**src/rtl/rac_pkg.sv**
```systemverilog
// Package: shared constants and types for the register access controller.
// Assumes a 4-bit register address space.
package rac_pkg;

    localparam logic [3:0] ADR_LAST_COMP = 4'h2;
    localparam logic [3:0] ADR_DIST      = 4'h3;
    localparam logic [3:0] ADR_CATEGORY  = 4'h4;
    localparam logic [3:0] ADR_TEST_CAT  = 4'h9;
    localparam logic [3:0] ADR_STATUS    = 4'hD;
    localparam logic [3:0] ADR_COUNT     = 4'hF;

    localparam int MODE_BIT = 4;

    typedef struct packed {
        logic [3:0] addr;
        logic       wr;
    } acc_t;

    typedef enum logic [2:0] {
        SRC_ZERO,
        SRC_DIST,
        SRC_CAT,
        SRC_COUNT,
        SRC_STATUS
    } rd_src_e;

endpackage

```
**src/rtl/rac_access_decode.sv**
```systemverilog
// Access decoder: picks the hold latency and the read source for one access.
// Assumes the inputs are sampled by the caller at the accepting edge;
// never returns a latency of zero.
module rac_access_decode
    import rac_pkg::*;
#(
    parameter int LAT_W         = 5,
    parameter int LCOMP_LAT     = 3,
    parameter int DIST_LAT      = 18,
    parameter int CAT_LAT       = 19,
    parameter int CAT_ID_RD_LAT = 3
) (
    input  acc_t             acc,
    input  logic             sr_mode,
    input  logic             any_committed,
    input  logic             id_case,
    output logic [LAT_W-1:0] lat,
    output rd_src_e          rd_src
);

    // Purpose: latency from register, direction, mode and array state.
    always_comb begin
        lat = LAT_W'(1);
        if (!sr_mode) begin
            unique case (acc.addr)
                ADR_LAST_COMP: if (acc.wr && any_committed) lat = LAT_W'(LCOMP_LAT);
                ADR_DIST:      if (!acc.wr) lat = LAT_W'(DIST_LAT);
                ADR_CATEGORY: begin
                    if (acc.wr) lat = id_case ? LAT_W'(1) : LAT_W'(CAT_LAT);
                    else        lat = id_case ? LAT_W'(CAT_ID_RD_LAT) : LAT_W'(CAT_LAT);
                end
                default: lat = LAT_W'(1);
            endcase
        end
    end

    // Purpose: which value a read loads into the output register.
    always_comb begin
        rd_src = SRC_ZERO;
        if (!acc.wr) begin
            unique case (acc.addr)
                ADR_DIST:     rd_src = SRC_DIST;
                ADR_CATEGORY: rd_src = SRC_CAT;
                ADR_COUNT:    rd_src = SRC_COUNT;
                ADR_STATUS:   rd_src = SRC_STATUS;
                default:      rd_src = SRC_ZERO;
            endcase
        end
    end

endmodule

```
**src/rtl/rac_state_regs.sv**
```systemverilog
// State registers: operating mode bit and saturating committed-cell count.
// Assumes 'accept' is high only on the edge that takes an access.
module rac_state_regs
    import rac_pkg::*;
#(
    parameter int WD_W  = 8,
    parameter int CNT_W = 8
) (
    input  logic             clk,
    input  logic             rst_n,
    input  logic             accept,
    input  acc_t             acc,
    input  logic [WD_W-1:0]  wdata,
    input  logic             cell_commit,
    output logic             sr_mode,
    output logic [CNT_W-1:0] ncount
);

    localparam logic [CNT_W-1:0] CNT_MAX = {CNT_W{1'b1}};

    logic clear_cnt;

    // Purpose: detect the two commands that uncommit all cells.
    always_comb begin
        clear_cnt = accept && acc.wr &&
                    ((acc.addr == ADR_TEST_CAT && wdata == '0) || acc.addr == ADR_COUNT);
    end

    // Purpose: mode register, loaded by a status write.
    always_ff @(posedge clk) begin
        if (!rst_n)                                        sr_mode <= 1'b0;
        else if (accept && acc.wr && acc.addr == ADR_STATUS) sr_mode <= wdata[MODE_BIT];
    end

    // Purpose: committed count; clearing wins over a commit pulse.
    always_ff @(posedge clk) begin
        if (!rst_n)                                 ncount <= '0;
        else if (clear_cnt)                         ncount <= '0;
        else if (cell_commit && ncount != CNT_MAX)  ncount <= ncount + 1'b1;
    end

endmodule

```
**src/rtl/rac_busy_timer.sv**
```systemverilog
// Busy timer: drops ready for 'lat' cycles after a start while idle.
// Assumes lat >= 1; starts while busy are ignored.
module rac_busy_timer #(
    parameter int LAT_W = 5
) (
    input  logic             clk,
    input  logic             rst_n,
    input  logic             start,
    input  logic [LAT_W-1:0] lat,
    output logic             ready,
    output logic             finish
);

    logic [LAT_W-1:0] remain;

    // Purpose: count down the remaining hold cycles and raise ready at zero.
    always_ff @(posedge clk) begin
        if (!rst_n) begin
            ready  <= 1'b1;
            remain <= '0;
        end else if (ready && start) begin
            ready  <= 1'b0;
            remain <= lat - 1'b1;
        end else if (!ready) begin
            if (remain == '0) ready  <= 1'b1;
            else              remain <= remain - 1'b1;
        end
    end

    // Purpose: flag the edge on which the access completes.
    assign finish = !ready && (remain == '0);

endmodule

```
**src/rtl/reg_access_ctrl.sv**
```systemverilog
// Top: register access controller with per-access variable latency.
// Accepts a strobe only while ready is high, holds ready low for the decoded
// latency and loads rd_data on the completing edge. Assumes the array inputs
// are stable around the accepting and completing edges.
module reg_access_ctrl
    import rac_pkg::*;
#(
    parameter int DATA_W        = 16,
    parameter int WD_W          = 8,
    parameter int CNT_W         = 8,
    parameter int MAX_LAT       = 31,
    parameter int LCOMP_LAT     = 3,
    parameter int DIST_LAT      = 18,
    parameter int CAT_LAT       = 19,
    parameter int CAT_ID_RD_LAT = 3
) (
    input  logic              clk,
    input  logic              rst_n,
    input  logic              acc_strobe,
    input  logic [3:0]        acc_addr,
    input  logic              acc_write,
    input  logic [WD_W-1:0]   acc_wdata,
    input  logic              cell_commit,
    input  logic              id_match,
    input  logic [DATA_W-1:0] dist_value,
    input  logic [DATA_W-1:0] cat_value,
    output logic              ready,
    output logic [DATA_W-1:0] rd_data
);

    localparam int LAT_W = $clog2(MAX_LAT + 1);

    acc_t             acc;
    logic             accept;
    logic             finish;
    logic             sr_mode;
    logic [CNT_W-1:0] ncount;
    logic [LAT_W-1:0] lat;
    rd_src_e          src_now;
    rd_src_e          src_q;
    logic [WD_W-1:0]  status_vec;
    logic [DATA_W-1:0] rd_next;

    assign acc    = '{addr: acc_addr, wr: acc_write};
    assign accept = ready && acc_strobe;

    rac_access_decode #(
        .LAT_W(LAT_W), .LCOMP_LAT(LCOMP_LAT), .DIST_LAT(DIST_LAT),
        .CAT_LAT(CAT_LAT), .CAT_ID_RD_LAT(CAT_ID_RD_LAT)
    ) u_decode (
        .acc(acc), .sr_mode(sr_mode), .any_committed(ncount != '0),
        .id_case(id_match), .lat(lat), .rd_src(src_now)
    );

    rac_state_regs #(.WD_W(WD_W), .CNT_W(CNT_W)) u_state (
        .clk(clk), .rst_n(rst_n), .accept(accept), .acc(acc), .wdata(acc_wdata),
        .cell_commit(cell_commit), .sr_mode(sr_mode), .ncount(ncount)
    );

    rac_busy_timer #(.LAT_W(LAT_W)) u_timer (
        .clk(clk), .rst_n(rst_n), .start(acc_strobe), .lat(lat),
        .ready(ready), .finish(finish)
    );

    // Purpose: remember the read source of the access in progress.
    always_ff @(posedge clk) begin
        if (!rst_n)      src_q <= SRC_ZERO;
        else if (accept) src_q <= src_now;
    end

    // Purpose: form the status value with the mode in its bit.
    always_comb begin
        status_vec           = '0;
        status_vec[MODE_BIT] = sr_mode;
    end

    // Purpose: select the value loaded at completion.
    always_comb begin
        unique case (src_q)
            SRC_DIST:   rd_next = dist_value;
            SRC_CAT:    rd_next = cat_value;
            SRC_COUNT:  rd_next = DATA_W'(ncount);
            SRC_STATUS: rd_next = DATA_W'(status_vec);
            default:    rd_next = '0;
        endcase
    end

    // Purpose: output data register, loaded only when ready rises.
    always_ff @(posedge clk) begin
        if (!rst_n)      rd_data <= '0;
        else if (finish) rd_data <= rd_next;
    end

endmodule

```
**config.mk**
```make
export PLATFORM = sky130hd
export DESIGN_NAME = reg_access_ctrl
export DESIGN_NICKNAME = d
export VERILOG_FILES = /design/src/rtl/rac_pkg.sv /design/src/rtl/rac_access_decode.sv /design/src/rtl/rac_state_regs.sv /design/src/rtl/rac_busy_timer.sv /design/src/rtl/reg_access_ctrl.sv
export SDC_FILE = /design/constraint.sdc
export NUM_CORES = 1
export LEC_CHECK = 0
export ABC_AREA = 1
export ABC_CLOCK_PERIOD_IN_PS = 1950
export BUFFER_PORTS_ARGS = -buffer_cell sky130_fd_sc_hd__buf_4
export CAP_MARGIN = 20
export CORE_UTILIZATION = 46
export CTS_CLUSTER_DIAMETER = 100
export CTS_CLUSTER_SIZE = 40
export DETAILED_ROUTE_END_ITERATION = 8
export GPL_TIMING_DRIVEN = 0
export PLACE_DENSITY = 0.76
export SETUP_SLACK_MARGIN = 0.2
export SLEW_MARGIN = 20
export SYNTH_ARGS = -nofsm -noshare
export SYNTH_HDL_FRONTEND = slang
export SYNTH_HIERARCHICAL = 1
export SYNTH_SLANG_ARGS = --single-unit
```
**constraint.sdc**
```tcl
create_clock -name clk -period 1.95 [get_ports clk]
set_clock_uncertainty 0.15 [all_clocks]
set_input_delay 0.39 -clock clk [delete_from_list [all_inputs] [get_ports clk]]
set_output_delay 0.39 -clock clk [all_outputs]
set_load 0.02 [all_outputs]
```
==> results of run 1 <==
logic make-up after synthesis:
group           Yosys count  share of synthesized area
compound gates           35                    0.08786
xor+xnor                  1                   0.003994
fa+ha+maj                 2                    0.01141
buf+inv                  54                     0.1067
flops                    34                     0.3103
other cells               1                   0.001710
simple gates            226                     0.4780
through the flow:
stage	utilization	TNS, ns	cell area (um2)	worst slack [ns]	instances
2_1_floorplan	-	0	2203	0.04588	354
3_3_place_gp	0.6177	-0.2393	2764	-0.1293	472
3_5_place_dp	0.6177	-0.3429	2764	-0.1667	472
4_1_cts	0.6616	-0.07517	2960	-0.07131	488
5_1_grt	0.6731	-0.8366	3012	-0.3141	489
6_report	0.6731	-0.2907	3012	-0.1499	489
placed cells by master (no fill, tap or decap), types with 2 or more instances in the layout:
cell and count:
nor2_4 5, inv_1 31, nand3b_1 3, a21oi_1 22, conb_1 2, nand3_2 5
dfxtp_1 27, dfxtp_2 5, nor3_1 2, clkbuf_8 6, nor2_1 33, inv_2 8
buf_4 80, nand2_1 109, o21ai_0 6, nand4_1 14, nand3_1 39, buf_2 4
buf_6 3, dfxtp_4 2, nand2_2 5, nor2_2 3, nor4_2 2, nand2_4 5
o21ai_1 4
report_power, final:
group	leakage (nW)	total, mW	internal (mW)	switching, mW
registers	0.280	0.759	0.731	0.0289
clock network	0.0482	0.536	0.285	0.252
logic	1.15	0.573	0.251	0.322
total	1.48	1.87	1.27	0.602
state kept, by name, indices dropped and copies added, names as in the netlist:
name             count
u_timer/remain       5
rd_data             16
u_timer/ready        1
u_state/sr_mode      1
src_q                3
u_state/ncount       8
worst paths after layout:
path	cells after the start	slack [ns]	start	end
worst max register to register	19	-0.15	u_state/ncount[1]$_SDFFE_PP0P_	u_timer/remain[4]$_SDFFE_PN0P_
worst min-delay path	2	0.20	rst_n	u_timer/ready$_SDFF_PN1_
worst max-delay path	19	-0.15	u_state/ncount[1]$_SDFFE_PP0P_	u_timer/remain[4]$_SDFFE_PN0P_
worst min register to register	2	0.31	rd_data[0]$_SDFFE_PN0P_	rd_data[0]$_SDFFE_PN0P_
Yosys cell counts (all sizes together):
cell	instances	share of area
nor3	3	0.0068
nor4	2	0.0057
o21bai	1	0.0034
nand4	14	0.040
buf	13	0.037
inv	40	0.068
conb	1	0.0017
nand3	44	0.10
o21ai	12	0.034
a21oi	22	0.050
dfxtp	34	0.31
ha	2	0.011
clkbuf	1	0.0017
nor2	41	0.090
xor2	1	0.0040
nand2	119	0.22
nand3b	3	0.010
layout make-up:
| class | count | area share |
|---|---|---|
| Buffer | 14 | 0.03282 |
| Multi-Input combinational cell | 266 | 0.4458 |
| Inverter | 40 | 0.05069 |
| Clock buffer | 7 | 0.02867 |
| Timing Repair Buffer | 75 | 0.1882 |
| Sequential cell | 34 | 0.2306 |
| Tap cell | 52 | 0.02160 |
| Clock inverter | 1 | 0.001662 |
per-layer routing:
metal,GRT usage,wire (um),up-vias
met5,0,0,-
met1,0.3053,2567,1067
met2,0.3825,2547,95
li1,-,-,1295
met3,0.05556,436,8
met4,0.08444,89,0
timing repair:
item                                    CTS  global route
endpoints found under the setup margin   15            15
pin swaps                                 5            13
setup buffers                             8             1
gates resized for setup                  14            18
cloned                                    0             0
==> flow_summary.yaml, run 1 <==
pwr:
  finalPower_mw: 1.868
  power.density_nw_per_um2: 620.4
  p_leak_nw: 1.484
  peakVddDrop_uv: 314.1
synthesis:
  synth_warnings: 6
  netlist_area_um2: 2193
  ys_types: 29
  ys_ff_latch: 34
  synthCells: 353
  synth.yosys.seq_area_share: 0.3103
  synth.avg_cell_area_um2: 6.213
cts:
  postCtsHoldBufs: 0
  cts.sinks: 34
  tritoncts: "yes"
  cts_max_path_buffers: 2
  cts-buffers-inserted: 5
  cts.clk_slew.worst_paths_ns: 0.07
  root_buffer: "clkbuf_8"
  clk_latency_ns: 0.29
  htreeDepth: 2
drt:
  finalWirelength_mm: 5.641
  ant_nets: 0
  dr_total_vias: 2465
  drc: 9
  drt-pass1-iter-count: 6
  avgViaCountPerCell: 5.041
  drt-initial-drc-count: 140
  post_drt_wl_per_cell_um: 11.54
global_route:
  grt_use_total: 0.2353
  grt_pass1_vias: 2231
  overflow: 0
  antenna_found_initial: 0
  grt_start_max_net_pins: 12
  grt_pass1_wl_mm: 9.653
timing:
  setup_viol: 3
  period_needed_ns: 2.100
  final-hold-violation-count: 0
  fmax_mhz: 476.2
  whs_ns: 0.2000
  timing.final.crit_share: 1.077
  slew_violations: 0
  fin_ws_ns: -0.1499
  rsz0062_at_grt: "yes"
floorplan:
  core_um2: 4474
  io_pins: 67
  die_x_um: 71.05
  die_h_um: 71.05
  die_area_um2: 5048
  start_util: 0.4902
  rows: 24
final_layout:
  finalNetCount: 488
  area_delta_synth_final_pct: 37.31
  insertedDiodeCount: 0
  drive_gt1_frac: 0.3204
  seq_area_um2: 694.4
  fill_cells: 403
  multiInputGateArea_um2: 1343
placed_design:
  routabilityCongestion: 0.7992
  numPortBuffers: 66
  hpwl_mm: 3.956
worst_setup_path:
  cpMostUsedCell: "nand2_1"
  cp_cell_sequence: "nor4_2, nand2_1, nand2_1, inv_2, nand3_2, nand3_2, nand2_2, inv_2, inv_2, nand3_2, nand2_4, ha_4, inv_2, nor2_4, nand2_1, nand2_1, nand3_1, nand2_1, inv_1"
  cp-end-kind: "flip-flop"
  cpMaxStageDelayCell: "dfxtp_4"
  cp_top_family: "simple AND/OR/NAND/NOR gates"
  cpPeakStageDelay_ns: 0.35
  crit_fanout: 3
  crit_type: "flip-flop to flip-flop"
  required_ns: 1.99
  crit_path_start_kind: "flip-flop"
  crit_arrival_ns: 2.14
  path_buf_inv: 5
run:
  drv_cap: 0
run_status:
  violations: "DRC, setup timing"
  status: "finished with violations"
hold_path:
  hold_class: "input pin to flip-flop"
No activity file was read; power rests on OpenSTA's default activity.
==> run 2: changes to the inputs <==
--- a/config.mk
+++ b/config.mk
@@ -15,7 +15,7 @@
 export DETAILED_ROUTE_END_ITERATION = 8
 export GPL_TIMING_DRIVEN = 0
 export PLACE_DENSITY = 0.76
-export SETUP_SLACK_MARGIN = 0.2
+export SETUP_SLACK_MARGIN = 0.02
 export SLEW_MARGIN = 20
 export SYNTH_ARGS = -nofsm -noshare
 export SYNTH_HDL_FRONTEND = slang
==> flow_summary.yaml, run 2 (synthesis gave the netlist of run 1 again) <==
run_status:
  status: "finished with violations"
  violations: "DRC, setup timing"
worst_setup_path:
  cpPeakStageDelay_ns: 0.36
  cp_top_family: "simple AND/OR/NAND/NOR gates"
  cp-end-kind: "flip-flop"
  cp_cell_sequence: "nor4_4, nand2_1, nand2_1, inv_1, nand3_2, nand3_2, nand2_2, inv_2, inv_2, nand3_2, nand2_2, ha_4, inv_2, nor2_4, nand2_1, nand2_1, nand3_2, nand2_1, inv_1"
  cpMaxStageDelayCell: "dfxtp_4"
  startpoint: "u_state/ncount[1]$_SDFFE_PP0P_"
  crit_type: "flip-flop to flip-flop"
  rr_worst_depth: 19
  rrSetupSlack_ns: -0.17
  cpMostUsedCell: "nand2_1"
  path_buf_inv: 5
  rr_startpoint: "u_state/ncount[1]$_SDFFE_PP0P_"
  required_ns: 1.99
  crit_path_start_kind: "flip-flop"
  crit_arrival_ns: 2.15
  timing.rr.end: "u_timer/remain[4]$_SDFFE_PN0P_"
  crit_fanout: 3
  cp.depth: 19
  cp-endpoint: "u_timer/remain[4]$_SDFFE_PN0P_"
drt:
  drt-pass1-iter-count: 9
  dr_total_vias: 2482
  ant_nets: 0
  met3_length_um: 458
  avgViaCountPerCell: 5.118
  wirelength_met1_mm: 2.538
  met2WireLength_mm: 2.673
  drt-initial-drc-count: 156
  highest_layer: "met4"
  finalWirelength_mm: 5.738
  drc: 9
  post_drt_wl_per_cell_um: 11.83
final_layout:
  insertedDiodeCount: 0
  largest_reg_flops: 16
  layout_common_cells: "nand2_1 (110), buf_4 (76), nand3_1 (38), nor2_1 (34), inv_1 (32)"
  fill_cells: 430
  reg_top3: "rd_data x16, u_state/ncount x8, u_timer/remain x5"
  area_delta_synth_final_pct: 35.54
  final_common_cell: "nand2_1"
  drive_gt1_frac: 0.3048
  largest_register: "rd_data"
  finalNetCount: 484
cts:
  clk_latency_ns: 0.28
  htreeDepth: 2
  tritoncts: "yes"
  postCtsHoldBufs: 0
  cts.sinks: 34
  cts.clk_slew.worst_paths_ns: 0.07
  root_buffer: "clkbuf_8"
  cts_max_path_buffers: 2
  cts-buffers-inserted: 5
timing:
  final-hold-violation-count: 0
  fmax_mhz: 472.6
  slew_violations: 0
  setup_viol: 3
  period_needed_ns: 2.116
  whs_ns: 0.2108
  fin_ws_ns: -0.1659
  timing.final.crit_share: 1.085
  rsz0062_at_grt: "yes"
pwr:
  clkPwrFrac: 0.289
  combPwrFrac: 0.297
  internal_power_mw: 1.244
  p_sw_frac: 0.3208
  seq_power_share: 0.414
  power.net_switching_mw: 0.5875
  finalPower_mw: 1.831
  power.density_nw_per_um2: 616.0
  peakVddDrop_uv: 342.3
  p_leak_nw: 1.467
floorplan:
  die_h_um: 71.05
  die_x_um: 71.05
  start_util: 0.4902
  die_area_um2: 5048
  core_um2: 4474
  io_pins: 67
  rows: 24
placed_design:
  hpwl_mm: 4.027
  numPortBuffers: 66
  routabilityCongestion: 0.8060
hold_path:
  hold_class: "input pin to flip-flop"
global_route:
  grt_use_total: 0.2317
  antenna_found_initial: 0
  grt_start_max_net_pins: 12
  overflow: 0
  grt_pass1_vias: 2185
  grt_pass1_wl_mm: 9.446
run:
  drv_cap: 0
-- run 2: cell types whose count changed in the layout (fill, tap and decap cells not counted), sizes merged --
cell and change:
buf -3, clkbuf -1
-- run 2: layer usage --
layer  up-vias  GRT usage
li1       1292          -
met1      1083     0.2843
met2        99     0.4092
met3         8    0.03846
met4         0    0.08222
met5         -          0
-- run 2: worst min path at each step --
stage	endpoint	cells past startpoint	start	slack, ns
floorplan	u_timer/ready$_SDFF_PN1_	1	rst_n	0.31
global placement	rd_data[12]$_SDFFE_PN0P_	2	rd_data[12]$_SDFFE_PN0P_	0.30
detailed placement	rd_data[9]$_SDFFE_PN0P_	2	rd_data[9]$_SDFFE_PN0P_	0.31
CTS	u_timer/ready$_SDFF_PN1_	2	rst_n	0.20
global route	u_timer/ready$_SDFF_PN1_	2	rst_n	0.21
finish	u_timer/ready$_SDFF_PN1_	2	rst_n	0.21
-- run 2: stage by stage --
stage	cells	utilization	setup TNS [ns]	setup WS, ns	cell area (um2)
finish	485	0.6644	-0.3421	-0.1659	2973
global route	485	0.6644	-0.8643	-0.3292	2973
CTS	483	0.6510	-0.1245	-0.1245	2913
detailed placement	472	0.6172	-0.3918	-0.2061	2761
global placement	472	0.6172	-0.3204	-0.1666	2761
floorplan	354	-	0	0.02609	2201
-- run 2: area by class of cell --
| class | instances | area [um2] | area share |
|---|---|---|---|
| inverter | 40 | 150.1 | 0.05051 |
| clock buffer | 7 | 86.33 | 0.02904 |
| buffer | 13 | 80.08 | 0.02694 |
| timing repair buffer | 72 | 540.5 | 0.1818 |
| tap | 52 | 65.06 | 0.02189 |
| multi-input combinational | 266 | 1350 | 0.4541 |
| clock inverter | 1 | 5.005 | 0.001684 |
| sequential | 34 | 695.7 | 0.2340 |
-- run 2: worst reg2reg max path: cells and delay by family, from the launching register on --
kind                       cells  cell delay (ns)
adders and majority gates      1             0.14
buffers and inverters          5             0.21
DFF                            1             0.36
and+or+nand+nor               13             1.17
-- run 2: power by group through the flow --
| stage | logic, mW | registers, mW | clock network (mW) |
|---|---|---|---|
| 5_1_grt | 0.607 | 0.764 | 0.566 |
| 3_3_place_gp | 0.483 | 0.775 | 0 |
| 2_1_floorplan | 0.310 | 0.782 | 0 |
| 6_report | 0.543 | 0.758 | 0.530 |
| 3_5_place_dp | 0.491 | 0.777 | 0 |
| 4_1_cts | 0.521 | 0.758 | 0.548 |
-- run 2: what timing repair did --
action                                  in CTS  in global routing
resized for setup                           10                 12
pin swaps                                    9                  9
setup buffers                                3                  3
endpoints found under the setup margin       3                 15
